--- src/rtl/msi_comp_pkg.sv ---
package msi_comp_pkg;

   // Fields of the high configuration word. The positions are fixed because
   // software composes this word directly.
   typedef struct packed {
      logic        lock;
      logic [1:0]  rsv_a;
      logic [4:0]  hi_shift;
      logic        rsv_b;
      logic [2:0]  lo_shift;
      logic        rsv_c;
      logic [2:0]  hi_width;
      logic [3:0]  lo_width;
      logic [11:0] base_hi;
   } cfg_hi_t;

   // Fields of a routing word; the generate word uses the same layout.
   typedef struct packed {
      logic [13:0] hart;
      logic [5:0]  guest;
      logic        rsv;
      logic [10:0] eiid;
   } route_t;

   localparam logic [31:0] CFG_HI_KEEP = 32'h9F77_FFFF;
   localparam logic [31:0] GUEST_CLR   = 32'hFFFC_0FFF;
   localparam int unsigned PAGE_SHIFT  = 12;

endpackage

--- src/rtl/msi_cfg_regs.sv ---
module msi_cfg_regs
   import msi_comp_pkg::*;
(
   input  logic        clk,
   input  logic        rst_n,
   input  logic        wr_en,
   input  logic        wr_hi,
   input  logic [31:0] wr_data,
   output logic [31:0] lo_q,
   output logic [31:0] hi_q
);

   logic locked;
   assign locked = hi_q[31];

   always_ff @(posedge clk or negedge rst_n) begin
      if (!rst_n) begin
         lo_q <= '0;
         hi_q <= '0;
      end else if (wr_en && !locked) begin
         if (wr_hi) hi_q <= wr_data & CFG_HI_KEEP;
         else       lo_q <= wr_data;
      end
   end

   assert_lock_freeze_R3: assert property (@(posedge clk) disable iff (!rst_n)
      hi_q[31] |=> ($stable(lo_q) && $stable(hi_q)));

   assert_hi_keep_R2: assert property (@(posedge clk) disable iff (!rst_n)
      (wr_en && wr_hi && !hi_q[31]) |=> ((hi_q & ~CFG_HI_KEEP) == 32'd0));

endmodule

--- src/rtl/msi_src_picker.sv ---
module msi_src_picker #(
   parameter int unsigned NSRC  = 8,
   parameter int unsigned IDX_W = 3
) (
   input  logic             clk,
   input  logic             rst_n,
   input  logic             dom_en,
   input  logic [NSRC-1:0]  en,
   input  logic [NSRC-1:0]  pend_set,
   input  logic             take,
   output logic [NSRC-1:0]  pend_q,
   output logic             pick_vld,
   output logic [IDX_W-1:0] pick_idx
);

   logic [NSRC-1:0] ready;
   logic [NSRC-1:0] grant;

   assign ready = pend_q & en & {NSRC{dom_en}};

   // The lowest ready index wins.
   always_comb begin
      pick_vld = 1'b0;
      pick_idx = '0;
      grant    = '0;
      for (int i = 0; i < NSRC; i++) begin
         if (ready[i] && !pick_vld) begin
            pick_vld = 1'b1;
            pick_idx = IDX_W'(i);
            grant[i] = 1'b1;
         end
      end
   end

   always_ff @(posedge clk or negedge rst_n) begin
      if (!rst_n) pend_q <= '0;
      else        pend_q <= (pend_q & ~(grant & {NSRC{take}})) | pend_set;
   end

   assert_grant_ready_R6: assert property (@(posedge clk) disable iff (!rst_n)
      ((grant & ~(pend_q & en)) == '0) && (dom_en || (grant == '0)));

   assert_grant_single_R9: assert property (@(posedge clk) disable iff (!rst_n)
      $onehot0(grant));

   for (genvar g = 0; g < NSRC; g++) begin : g_clr_chk
      assert_pend_clear_R7: assert property (@(posedge clk) disable iff (!rst_n)
         (take && grant[g] && !pend_set[g]) |=> !pend_q[g]);
   end

endmodule

--- src/rtl/msi_addr_calc.sv ---
module msi_addr_calc
   import msi_comp_pkg::*;
#(
   parameter bit MACHINE_LEVEL = 1'b0
) (
   input  logic [31:0] base_lo,
   input  logic [11:0] base_hi,
   input  logic [4:0]  hi_shift,
   input  logic [2:0]  lo_shift,
   input  logic [2:0]  hi_width,
   input  logic [3:0]  lo_width,
   input  logic [13:0] hart,
   input  logic [5:0]  guest,
   input  logic [10:0] eiid,
   output logic [63:0] addr,
   output logic [31:0] data
);

   logic [63:0] hart_w;
   logic [63:0] group_w;
   logic [63:0] group_m;
   logic [63:0] hart_m;
   logic [63:0] guest_w;
   logic [6:0]  group_pos;
   logic [63:0] ppn;

   assign hart_w    = {50'd0, hart};
   assign group_w   = hart_w >> lo_width;
   assign group_m   = group_w & ((64'd1 << hi_width) - 64'd1);
   assign hart_m    = hart_w & ((64'd1 << lo_width) - 64'd1);
   assign group_pos = {2'b00, hi_shift} + 7'(PAGE_SHIFT);

   if (MACHINE_LEVEL) begin : g_machine
      logic unused_guest;
      assign unused_guest = ^guest;
      assign guest_w = 64'd0;
   end else begin : g_super
      assign guest_w = {58'd0, guest} & ((64'd1 << lo_shift) - 64'd1);
   end

   assign ppn = {32'd0, base_lo}
              | {20'd0, base_hi, 32'd0}
              | (group_m << group_pos)
              | (hart_m << lo_shift)
              | guest_w;

   assign addr = ppn << PAGE_SHIFT;
   assign data = {21'd0, eiid};

endmodule

--- src/rtl/msi_msg_composer.sv ---
module msi_msg_composer
   import msi_comp_pkg::*;
#(
   parameter int unsigned NSRC          = 8,
   parameter bit          MACHINE_LEVEL = 1'b0,
   localparam int unsigned IDX_W        = (NSRC > 1) ? $clog2(NSRC) : 1
) (
   input  logic              clk,
   input  logic              rst_n,
   input  logic              dom_en,
   input  logic [NSRC-1:0]   src_en,
   input  logic [NSRC-1:0]   src_pend_set,
   input  logic [NSRC*32-1:0] src_target,
   output logic [NSRC-1:0]   pend_o,
   input  logic              cfg_wr_en,
   input  logic              cfg_wr_hi,
   input  logic [31:0]       cfg_wr_data,
   output logic [31:0]       cfg_lo_o,
   output logic [31:0]       cfg_hi_o,
   input  logic              gen_wr_en,
   input  logic [31:0]       gen_wr_data,
   output logic [31:0]       gen_o,
   output logic              msg_valid,
   input  logic              msg_ready,
   output logic [63:0]       msg_addr,
   output logic [31:0]       msg_data
);

   if (NSRC < 1 || NSRC > 1023) begin : g_bad_nsrc
      $error("msi_msg_composer: NSRC out of range");
   end

   // Configuration words with lock.
   msi_cfg_regs u_cfg (
      .clk     (clk),
      .rst_n   (rst_n),
      .wr_en   (cfg_wr_en),
      .wr_hi   (cfg_wr_hi),
      .wr_data (cfg_wr_data),
      .lo_q    (cfg_lo_o),
      .hi_q    (cfg_hi_o)
   );

   cfg_hi_t hi_f;
   assign hi_f = cfg_hi_t'(cfg_hi_o);

   // Generate word: queued until the output register is free.
   logic gen_req_q;
   logic can_load;
   logic load_gen;
   logic load_src;
   logic pick_vld;
   logic [IDX_W-1:0] pick_idx;

   assign can_load = !msg_valid || msg_ready;
   assign load_gen = can_load && gen_req_q;
   assign load_src = can_load && !gen_req_q && pick_vld;

   always_ff @(posedge clk or negedge rst_n) begin
      if (!rst_n) begin
         gen_req_q <= 1'b0;
         gen_o     <= '0;
      end else if (gen_wr_en) begin
         gen_req_q <= 1'b1;
         gen_o     <= gen_wr_data & GUEST_CLR;
      end else if (load_gen) begin
         gen_req_q <= 1'b0;
      end
   end

   // Pending flags and ascending-order selection.
   msi_src_picker #(
      .NSRC  (NSRC),
      .IDX_W (IDX_W)
   ) u_pick (
      .clk      (clk),
      .rst_n    (rst_n),
      .dom_en   (dom_en),
      .en       (src_en),
      .pend_set (src_pend_set),
      .take     (load_src),
      .pend_q   (pend_o),
      .pick_vld (pick_vld),
      .pick_idx (pick_idx)
   );

   // Field selection: the generate word or the chosen routing word.
   route_t src_r;
   route_t gen_r;
   logic [13:0] sel_hart;
   logic [5:0]  sel_guest;
   logic [10:0] sel_eiid;

   assign src_r = route_t'(src_target[pick_idx*32 +: 32]);
   assign gen_r = route_t'(gen_o);

   always_comb begin
      if (gen_req_q) begin
         sel_hart  = gen_r.hart;
         sel_guest = 6'd0;
         sel_eiid  = gen_r.eiid;
      end else begin
         sel_hart  = src_r.hart;
         sel_guest = src_r.guest;
         sel_eiid  = src_r.eiid;
      end
   end

   logic unused_bits;
   assign unused_bits = ^{hi_f.lock, hi_f.rsv_a, hi_f.rsv_b, hi_f.rsv_c,
                          src_r.rsv, gen_r.guest, gen_r.rsv};

   logic [63:0] next_addr;
   logic [31:0] next_data;

   msi_addr_calc #(
      .MACHINE_LEVEL (MACHINE_LEVEL)
   ) u_calc (
      .base_lo  (cfg_lo_o),
      .base_hi  (hi_f.base_hi),
      .hi_shift (hi_f.hi_shift),
      .lo_shift (hi_f.lo_shift),
      .hi_width (hi_f.hi_width),
      .lo_width (hi_f.lo_width),
      .hart     (sel_hart),
      .guest    (sel_guest),
      .eiid     (sel_eiid),
      .addr     (next_addr),
      .data     (next_data)
   );

   // Output request register.
   always_ff @(posedge clk or negedge rst_n) begin
      if (!rst_n) begin
         msg_valid <= 1'b0;
         msg_addr  <= '0;
         msg_data  <= '0;
      end else if (can_load) begin
         msg_valid <= load_gen || load_src;
         if (load_gen || load_src) begin
            msg_addr <= next_addr;
            msg_data <= next_data;
         end
      end
   end

   assert_hold_R8: assert property (@(posedge clk) disable iff (!rst_n)
      (msg_valid && !msg_ready) |=>
         (msg_valid && $stable(msg_addr) && $stable(msg_data)));

   assert_gen_guest_clr_R10: assert property (@(posedge clk) disable iff (!rst_n)
      gen_wr_en |=> (gen_o[17:12] == 6'd0));

   assert_gen_first_R11: assert property (@(posedge clk) disable iff (!rst_n)
      (gen_req_q && can_load && !gen_wr_en) |=> !gen_req_q);

endmodule

--- config.mk ---
export PLATFORM = sky130hd
export DESIGN_NAME = msi_msg_composer
export DESIGN_NICKNAME = d
export VERILOG_FILES = /design/src/rtl/msi_comp_pkg.sv /design/src/rtl/msi_cfg_regs.sv /design/src/rtl/msi_src_picker.sv /design/src/rtl/msi_addr_calc.sv /design/src/rtl/msi_msg_composer.sv
export SDC_FILE = /design/constraint.sdc
export NUM_CORES = 1
export LEC_CHECK = 0
export ABC_AREA = 1
export CORE_AREA = 2 2 209 211
export CTS_BUF_LIST = sky130_fd_sc_hd__clkbuf_16
export DETAILED_ROUTE_END_ITERATION = 10
export DIE_AREA = 0 0 211 213
export DONT_BUFFER_PORTS = 1
export PLACE_DENSITY = 0.45
export SYNTH_ARGS = -nofsm -noshare
export SYNTH_HDL_FRONTEND = slang
export SYNTH_SLANG_ARGS = --single-unit
--- constraint.sdc ---
create_clock -name clk -period 7.8 [get_ports clk]
set_clock_uncertainty 0.05 [all_clocks]
set_input_delay 1.56 -clock clk [delete_from_list [all_inputs] [get_ports clk]]
set_output_delay 1.56 -clock clk [all_outputs]
set_load 0.03 [all_outputs]
## Word level (Yosys, flattened, before mapping)

Index checks and enable logic that the tools add are counted.

- Register bits after elaboration: 159
- Input port bits: 343
- Output and inout port bits: 201

- Add/subtract/negate cells: 4
- Shifts and indexed selects: 7
- Multiplexer cells: 27
- Bitwise logic cells: 14
- Reduce and logical (&&, ||, !) cells: 27

Operators with widths:

| kind | count |
|---|---|
| indexed part select 256 x 9 -> 32 bit | 1 |
| bitwise OR 52 bit | 3 |
| subtractor 64 x 1 -> 64 bit, second input constant | 2 |
| bitwise AND 14 x 64 -> 64 bit | 1 |
| bitwise AND 64 bit | 1 |
| left shift 1 x 3 -> 64 bit, first input constant | 1 |
| left shift 1 x 4 -> 64 bit, first input constant | 1 |
| left shift 64 x 3 -> 52 bit | 1 |
| left shift 64 x 7 -> 52 bit | 1 |
| >> shifter 14 x 4 -> 64 bit | 1 |
| bitwise AND 6 x 52 -> 52 bit | 1 |
| left shift 1 x 3 -> 52 bit, first input constant | 1 |
| subtractor 52 x 1 -> 52 bit, second input constant | 1 |
| bitwise OR 32 x 44 -> 44 bit | 1 |
| bitwise AND 8 bit | 4 |
| two-way mux 1 bit | 18 |
| two-way mux 14 bit | 1 |
| two-way mux 3 bit | 4 |
| logical AND 1 bit | 11 |
| two-way mux 11 bit | 1 |
| logical NOT 1 bit | 10 |
| inverter 8 bit | 1 |
| bitwise OR 8 bit | 1 |
| adder 5 x 4 -> 6 bit, second input constant | 1 |
| other kinds (6) | 10 |

## Depth between registers and ports, before layout

Gate-level depths: netlist of the first run.

- Depth after elaboration: 32
- Mapped depth: 29
- Depth with buffers taken out: 27

## Cells and area by module

Synthesis of the first run repeated with hierarchy kept, for this count alone.

- Cells, all modules: 2,325
- Area total of the unflattened synthesis: 14,490.1 µm²

Modules (own cells, without submodules):

| module | instances | cells each | area each (µm²) | sequential area each (µm²) |
|---|---|---|---|---|
| msi_msg_composer | 1 | 1,315 | 8,129.0 | 3,103.0 |
| msi_addr_calc | 1 | 671 | 3,288.2 | 0.0 |
| msi_cfg_regs | 1 | 272 | 2,560.0 | 1,501.4 |
| msi_src_picker | 1 | 67 | 513.0 | 200.2 |

## Worst setup path before layout of the first run

No wires, ideal clock.

- Path kind: input-to-reg
- Start point: input dom_en
- End point: register msg_addr[36]
- Arrival time: 3,833 ps
- Data required time: 7,629 ps
- Path slack: 3,796 ps
- Stages: 25
- Buffers on the path: 3
- Cells stage by stage: buf_6 nand3_2 nand4_4 nor2_4 o211ai_2 nand2_2 buf_4 buf_2 nand3_1 nand3_1 nand3_1 nand3_1 nand2_1 nand2_1 nand3_1 nand3_1 nand2_1 nand3_1 nand3_1 nand2_1 nand2_1 nand2_1 nand2_1 nand2_1 a21oi_1

- Word-level cells in the longest chain between the ends: 31
- Elaborated cells on any way between the ends: 43

Ends and longest elaborated chain:

| what | RTL line | text |
|---|---|---|
| from (decl) | msi_msg_composer.sv:10 | `input logic dom_en,` |
| bitwise AND 8 bit * | msi_src_picker.sv:19 | `assign ready = pend_q & en & {NSRC{dom_en}};` |
| two-way mux 1 bit | msi_src_picker.sv:27 | `if (ready[i] && !pick_vld) begin` |
| logical NOT 1 bit | msi_src_picker.sv:27 |  |
| logical AND 1 bit | msi_src_picker.sv:27 |  |
| two-way mux 1 bit | msi_src_picker.sv:27 |  |
| logical NOT 1 bit | msi_src_picker.sv:27 |  |
| logical AND 1 bit | msi_src_picker.sv:27 |  |
| two-way mux 1 bit | msi_src_picker.sv:27 |  |
| [15 not listed] | n/a |  |
| indexed part select 256 x 9 -> 32 bit | msi_msg_composer.sv:94 | `assign src_r = route_t'(src_target[pick_idx*32 +: 32]);` |
| two-way mux 14 bit | msi_msg_composer.sv:98 | `if (gen_req_q) begin` |
| >> shifter 14 x 4 -> 64 bit | msi_addr_calc.sv:28 | `assign group_w = hart_w >> lo_width;` |
| bitwise AND 64 bit | msi_addr_calc.sv:29 | `assign group_m = group_w & ((64'd1 << hi_width) - 64'd1);` |
| left shift 64 x 7 -> 52 bit | msi_addr_calc.sv:43 | `\| (group_m << group_pos)` |
| bitwise OR 52 bit | msi_addr_calc.sv:43 |  |
| bitwise OR 52 bit | msi_addr_calc.sv:44 | `\| (hart_m << lo_shift)` |
| bitwise OR 52 bit | msi_addr_calc.sv:45 | `\| guest_w;` |
| to (signal assigned) | msi_msg_composer.sv:141 | `msg_addr <= next_addr;` |
| to (decl) | msi_msg_composer.sv:25 | `output logic [63:0] msg_addr,` |

Every way passes the cells marked *; elsewhere a longest branch is shown, timed or not.
A chain may end at the register's enable or synchronous reset.

## Worst setup path in the final report of the first run

- Start point: input src_en[0]
- End point: register msg_addr[47]

- Word-level cells in the longest chain between the ends: 32
- Elaborated cells on any way between the ends: 44

Ends and longest elaborated chain:

| what | RTL line | text |
|---|---|---|
| from (decl) | msi_msg_composer.sv:11 | `input logic [NSRC-1:0] src_en,` |
| bitwise AND 8 bit * (2 in series) | msi_src_picker.sv:19 |  |
| two-way mux 1 bit * | msi_src_picker.sv:27 |  |
| logical NOT 1 bit | msi_src_picker.sv:27 |  |
| logical AND 1 bit | msi_src_picker.sv:27 |  |
| two-way mux 1 bit | msi_src_picker.sv:27 |  |
| logical NOT 1 bit | msi_src_picker.sv:27 |  |
| logical AND 1 bit | msi_src_picker.sv:27 |  |
| two-way mux 1 bit | msi_src_picker.sv:27 |  |
| [15 not listed] | n/a |  |
| indexed part select 256 x 9 -> 32 bit | msi_msg_composer.sv:94 |  |
| two-way mux 14 bit | msi_msg_composer.sv:98 |  |
| >> shifter 14 x 4 -> 64 bit | msi_addr_calc.sv:28 |  |
| bitwise AND 64 bit | msi_addr_calc.sv:29 |  |
| left shift 64 x 7 -> 52 bit | msi_addr_calc.sv:43 |  |
| bitwise OR 52 bit | msi_addr_calc.sv:43 |  |
| bitwise OR 52 bit | msi_addr_calc.sv:44 |  |
| bitwise OR 52 bit | msi_addr_calc.sv:45 |  |

Marks and branches as above.

==> results of run 1 <==
## area by class of cell
cell class / count / area (µm²)
Multi-Input combinational cell: 1375 / 6620
Inverter: 110 / 415
Timing Repair Buffer: 16 / 120
Antenna cell: 6 / 15.0
Clock buffer: 17 / 425
Clock inverter: 14 / 133
Sequential cell: 159 / 3980
Fill cell: 4756 / 30300
Tap cell: 546 / 683
## worst paths after layout
check | start | end | slack, ps | cells past startpoint
max | src_en[0] | msg_addr[47]$_DFFE_PN0P_ | 2160 | 22
min | gen_o[11]$_DFFE_PN0P_ | gen_o[11]$_DFFE_PN0P_ | 640 | 2
max reg2reg | u_pick.pend_q[1]$_DFF_PN0_ | msg_addr[47]$_DFFE_PN0P_ | 2650 | 22
min reg2reg | gen_o[11]$_DFFE_PN0P_ | gen_o[11]$_DFFE_PN0P_ | 640 | 2
max in group asynchronous | rst_n | msg_addr[40]$_DFFE_PN0P_ | 6640 | 0
min in group asynchronous | rst_n | u_pick.pend_q[7]$_DFF_PN0_ | 760 | 0
## registers in the layout, indices dropped and copies added (netlist names)
signal,flops
msg_valid,1
msg_data,11
u_cfg.lo_q,32
gen_req_q,1
u_cfg.hi_q,28
u_pick.pend_q,8
gen_o,26
msg_addr,52
## layout by cell type (no fill, tap or decap), drive strengths merged, types with 17 or more instances in the layout
master	instances
a21oi	69
clkbuf	17
conb	43
dfrtp	159
inv	112
nand2	395
nand3	307
nand4	48
nor2	219
o211ai	18
o21ai	182
o221ai	19
## worst reg2reg max path: cells and delay by family, from the launching register on
family	cells	cell delay (ps)
compound gates	1	80
simple gates	18	3760
flops	1	530
buf+inv	3	640
## power by group through the flow
stage          Combinational, mW  Sequential (mW)  Clock, mW
4_1_cts                    0.552             1.15      0.864
5_1_grt                    0.614             1.16      0.891
2_1_floorplan              0.429             1.12          0
6_report                   0.549             1.15      0.834
3_3_place_gp               0.541             1.17          0
3_5_place_dp               0.549             1.17          0
## stage by stage
step,setup WS (ps),util,std cells,hold WS [ps],total power [mW]
2_1_floorplan,3800,-,1811,607,1.55
3_3_place_gp,1810,0.277,2206,634,1.71
3_5_place_dp,1660,0.277,2206,639,1.72
4_1_cts,2150,0.290,2237,645,2.57
5_1_grt,1660,0.290,2239,666,2.67
6_report,2160,0.290,2243,640,2.54
## cell families (layout without fill, tap and decap cells)
logic type,count (synthesis),after routing
simple gates,988,988
other cells,1,49
mux,9,9
flops,159,159
buf+inv,277,157
compound gates,324,324
xor+xnor,7,7
fa+ha+maj,4,4
## layer usage
metal | vias up | GRT usage | routed length (µm)
met5 | - | 0 | 25
met4 | 4 | 0.0714 | 1190
met1 | 5944 | 0.312 | 24000
li1 | 5737 | - | -
met2 | 580 | 0.380 | 25100
met3 | 66 | 0.0716 | 4860
==> results.json, run 1 <==
{
  "worst_pin_slew_ps": 1050,
  "synthDistinctLibCells": 51,
  "critical_path_class": "input port to register",
  "avgSynthCellArea_um2": 6.62,
  "cpPeakStageDelay_ps": 850,
  "crit_chain": "nand3_2 > nand4_4 > nor2_4 > nand4_4 > nand2_8 > clkinv_1 > nand2_1 > nand3_1 > nand3_1 > nand3_1 > nand3_1 > nand3_1 > nand3_1 > inv_2 > nand3_1 > nand3_1 > nand3_1 > nor2_1 > nand3_1 > nand3_1 > o21ai_1 > inv_1",
  "fin_crit_sh": 0.723,
  "finalSetupViolCount": 0,
  "drt_iter0_drc": 1090,
  "vdd.ir_drop.worst_mv": 0.154,
  "fp.coreArea_um2": 42700,
  "yosysSeqAreaShare": 0.340,
  "fp.dieH_um": 213,
  "finalNetCount": 2026,
  "fmax_mhz": 177,
  "synth_xor_area_frac": 0.00524,
  "cts_buffer_depth": 2,
  "cts_resized": 0,
  "seq_power_share": 0.455,
  "yosysTopAreaCellShare": 0.340,
  "grt_max_degree": 160,
  "start_kind": "input port",
  "ys.warnings.count": 0,
  "p_switching_mw": 1.03,
  "maxSlewViolCount": 0,
  "setup_tns_ps": 0,
  "clk_pin_slew_worst_paths_ps": 70,
  "via_per_inst": 5.50,
  "drtPass1Iterations": 6,
  "rsz0062_at_grt": "no",
  "synth_area_um2": 11700,
  "synth-async-reset-ratio": 1.00,
  "io-pin-count": 544,
  "clock-sinks": 159,
  "p_clk_frac": 0.329,
  "critical_path.top_delay_family": "simple AND/OR/NAND/NOR gates",
  "h-tree-depth": 4,
  "ys_ff_latch": 159,
  "gr-total-overflow": 0,
  "grt_pass1_vias": 11600,
  "area_delta_synth_final_pct": 5.83,
  "finalCriticalPeriod_ps": 5640,
  "p_per_area_nw_per_um2": 205,
  "hold_path.class": "register to register",
  "fp-row-count": 76,
  "synth_simple_gate_area_frac": 0.376,
  "synthMostInstantiatedCell": "nand2_1",
  "antenna_found_initial": 9,
  "combPwrFrac": 0.217,
  "hold_buffers": 0,
  "end_kind": "register",
  "sw_frac_of_total": 0.408,
  "p_leak_nw": 5.50,
  "synthCells": 1769,
  "synthMuxAreaShare": 0.00812,
  "ant_nets": 0,
  "synth-edff-count": 0,
  "crit_arrival_ps": 5940,
  "maxCapViolCount": 0,
  "cts-root-buf": "clkbuf_16",
  "cp_max_fo": 125,
  "placed_area_um2": 11800,
  "netlist_top_cells_count": "389 x nand2_1, 294 x nand3_1, 215 x nor2_1",
  "die_w_um": 211,
  "synth-adder-area-share": 0.00427,
  "vias": 12300,
  "grt_usage": 0.239,
  "required_ps": 8100,
  "initial_utilization": 0.274,
  "design.die.area_um2": 44900,
  "path_buf_inv": 3,
  "slowest_stage": "nand2_8",
  "cts_tree": "built",
  "clock_latency_ps": 460,
  "synth_ff_type": "dfrtp_1",
  "drc": 0,
  "io_buffers": 0,
  "synth_top_family_by_area": "simple AND/OR/NAND/NOR gates",
  "cts_made_buffers": 17,
  "grt_pass1_wl_mm": 78.7,
  "wl_per_cell_um": 24.6,
  "layout-drive-gt1-share": 0.0520,
  "design_area_um2": 12400,
  "synth_compound_area_frac": 0.156,
  "synth_area_leaders": "dfrtp_1 34%, nand3_1 13%, nand2_1 12%",
  "p_int_mw": 1.50,
  "dp_hpwl_mm": 42.8,
  "gp_congestion": 0.954,
  "status": "completed",
  "synth_area_leader_cell": "dfrtp_1",
  "totalWireLength_mm": 55.2,
  "hold_violations": 0,
  "relSlewSlack": 0.297,
  "crit_top_cell": "nand3_1",
  "post_cts_buffers": 0
}
(Power assumes the default switching activity.)
==> run 2, diff against run 1 <==
--- a/config.mk
+++ b/config.mk
@@ -6,12 +6,12 @@
 export NUM_CORES = 1
 export LEC_CHECK = 0
 export ABC_AREA = 1
-export CORE_AREA = 2 2 209 211
+export CORE_AREA = 2 2 210 212
 export CTS_BUF_LIST = sky130_fd_sc_hd__clkbuf_16
 export DETAILED_ROUTE_END_ITERATION = 10
-export DIE_AREA = 0 0 211 213
+export DIE_AREA = 0 0 212 214
 export DONT_BUFFER_PORTS = 1
-export PLACE_DENSITY = 0.45
+export PLACE_DENSITY = 0.46
 export SYNTH_ARGS = -nofsm -noshare
 export SYNTH_HDL_FRONTEND = slang
 export SYNTH_SLANG_ARGS = --single-unit
==> constraint.sdc (replaced) <==
create_clock -name clk -period 5.09 [get_ports clk]
set_clock_uncertainty 0.05 [all_clocks]
set_input_delay 1.018 -clock clk [delete_from_list [all_inputs] [get_ports clk]]
set_output_delay 1.018 -clock clk [all_outputs]
set_load 0.03 [all_outputs]
==> run 2 against run 1 <==
Clock-buffer cell count did not move. Non-clock buffer count rose by 14. Global-route usage barely moved. Critical endpoint unchanged. Largest cell class unchanged. Largest power group unchanged.
==> results.json, run 2 (synthesis gave the netlist of run 1 again) <==
{
  "crit_chain": "nand3_2 > nand3_2 > nor2_1 > nand3_1 > nand2_1 > inv_4 > buf_4 > nand3_1 > nand3_1 > nand3_1 > nand3_1 > nand2_1 > a21oi_1 > nand3_1 > nor2_1 > nand4_1 > nand3_1 > nand3_1 > nor2_1 > nand3_1 > nand3_1 > o21ai_1 > inv_1",
  "cts_buffer_depth": 2,
  "grt_max_degree": 160,
  "grt_pass1_vias": 11700,
  "p_leak_nw": 5.59,
  "p_clk_frac": 0.331,
  "io-pin-count": 544,
  "required_ps": 5450,
  "fmax_mhz": 238,
  "clock_latency_ps": 470,
  "p_int_mw": 2.35,
  "post_cts_buffers": 0,
  "antenna_found_initial": 9,
  "largest_reg_flops": 52,
  "rsz0062_at_grt": "no",
  "via_per_inst": 5.36,
  "vias": 12300,
  "clock-sinks": 159,
  "area_delta_synth_final_pct": 7.41,
  "grt_pass1_wl_mm": 79.9,
  "hold_path.class": "input port to async pin",
  "cts_tree": "built",
  "layout-drive-gt1-share": 0.0580,
  "finalSetupViolCount": 0,
  "status": "completed",
  "finalCriticalPeriod_ps": 4190,
  "gr-total-overflow": 0,
  "hold_buffers": 0,
  "setup_tns_ps": 0,
  "cts-root-buf": "clkbuf_16",
  "regMostFlops": "msg_addr",
  "cts_resized": 0,
  "h-tree-depth": 4,
  "worst_pin_slew_ps": 1090,
  "totalWireLength_mm": 55.6,
  "fin_crit_sh": 0.824,
  "sw_frac_of_total": 0.401,
  "start_kind": "register",
  "io_buffers": 0,
  "combPwrFrac": 0.217,
  "end_kind": "register",
  "cp_max_fo": 44,
  "dp_hpwl_mm": 43.6,
  "fp-row-count": 76,
  "drtPass1Iterations": 5,
  "hold_violations": 0,
  "finalNetCount": 2040,
  "crit_top_cell": "nand3_1",
  "p_switching_mw": 1.57,
  "maxSlewViolCount": 0,
  "design.die.area_um2": 45400,
  "fp.dieH_um": 214,
  "wl_per_cell_um": 24.2,
  "crit_arrival_ps": 4550,
  "slowest_stage": "dfrtp_1",
  "clk_pin_slew_worst_paths_ps": 70,
  "gp_congestion": 0.973,
  "ant_nets": 0,
  "drt_iter0_drc": 1226,
  "final_cell_mix": "389 x nand2_1, 293 x nand3_1, 215 x nor2_1",
  "relSlewSlack": 0.275,
  "die_w_um": 212,
  "p_per_area_nw_per_um2": 312,
  "seq_power_share": 0.451,
  "drc": 0,
  "power_mw": 3.92,
  "critical_path_class": "register to register",
  "fin_util": 0.293,
  "maxCapViolCount": 0,
  "grt_usage": 0.239,
  "cts_made_buffers": 17,
  "fp.coreArea_um2": 42900,
  "initial_utilization": 0.273,
  "reg_top3": "msg_addr: 52 flops, u_cfg.lo_q: 32 flops, u_cfg.hi_q: 28 flops",
  "vdd.ir_drop.worst_mv": 0.239,
  "cpPeakStageDelay_ps": 570,
  "layout_commonest_cell": "nand2_1"
}
run 2: cell types whose count changed in the layout (fill, tap and decap cells not counted):
cell,before,now
inv_8,2,1
inv_1,100,103
clkinv_4,1,2
inv_6,4,2
clkinv_2,2,1
diode_2,6,8
bufinv_16,1,2
buf_4,16,29
buf_12,0,1
clkinv_1,5,6
clkinvlp_4,3,2
run 2: power groups by stage:
stage	clock network [mW]	registers, mW	logic (mW)
2_1_floorplan	0	1.72	0.657
3_3_place_gp	0	1.80	0.835
3_5_place_dp	0	1.80	0.844
4_1_cts	1.34	1.77	0.848
5_1_grt	1.38	1.78	0.949
6_report	1.30	1.77	0.852
run 2: path summary, 6_finish.rpt:
path / startpoint / to / slack (ps) / cells after the start
max in group asynchronous: rst_n / msg_data[6]$_DFFE_PN0P_ / 4460 / 0
setup reg to reg: u_pick.pend_q[1]$_DFF_PN0_ / msg_addr[47]$_DFFE_PN0P_ / 900 / 23
setup / recovery: u_pick.pend_q[1]$_DFF_PN0_ / msg_addr[47]$_DFFE_PN0P_ / 900 / 23
hold / removal: rst_n / msg_addr[41]$_DFFE_PN0P_ / 220 / 0
min in group clk: src_pend_set[2] / u_pick.pend_q[2]$_DFF_PN0_ / 600 / 2
hold reg to reg: gen_o[11]$_DFFE_PN0P_ / gen_o[11]$_DFFE_PN0P_ / 640 / 2
run 2: critical path, delay by kind of cell, from the launching register on:
family | cells | cell delay (ps)
simple gates | 18 | 2620
buf+inv | 3 | 630
flops | 1 | 570
compound gates | 2 | 230
run 2: per-stage QoR:
stage	std cells	setup slack (ps)	hold WS, ps	instance area, µm²
after floorplan	1811	1630	607	11900
after global placement	2259	621	630	12000
after detailed placement	2259	575	634	12000
after CTS	2291	961	167	12600
after global routing	2299	532	197	12600
final	2299	895	223	12600
run 2: final cells by class:
| cell class | count | area [µm²] |
|---|---|---|
| Timing Repair Buffer | 30 | 238 |
| Tap cell | 585 | 732 |
| Clock buffer | 17 | 425 |
| Sequential cell | 159 | 3980 |
| Clock inverter | 15 | 145 |
| Fill cell | 4768 | 30300 |
| Inverter | 110 | 415 |
| Multi-Input combinational cell | 1375 | 6620 |
| Antenna cell | 8 | 20.0 |
run 2: routing by layer:
layer	up-vias	part of all wire	global-route usage
met1	5941	0.44	0.318
met2	558	0.45	0.377
li1	5763	-	-
met4	2	0.022	0.0695
met3	55	0.080	0.0655
met5	-	0.00016	0
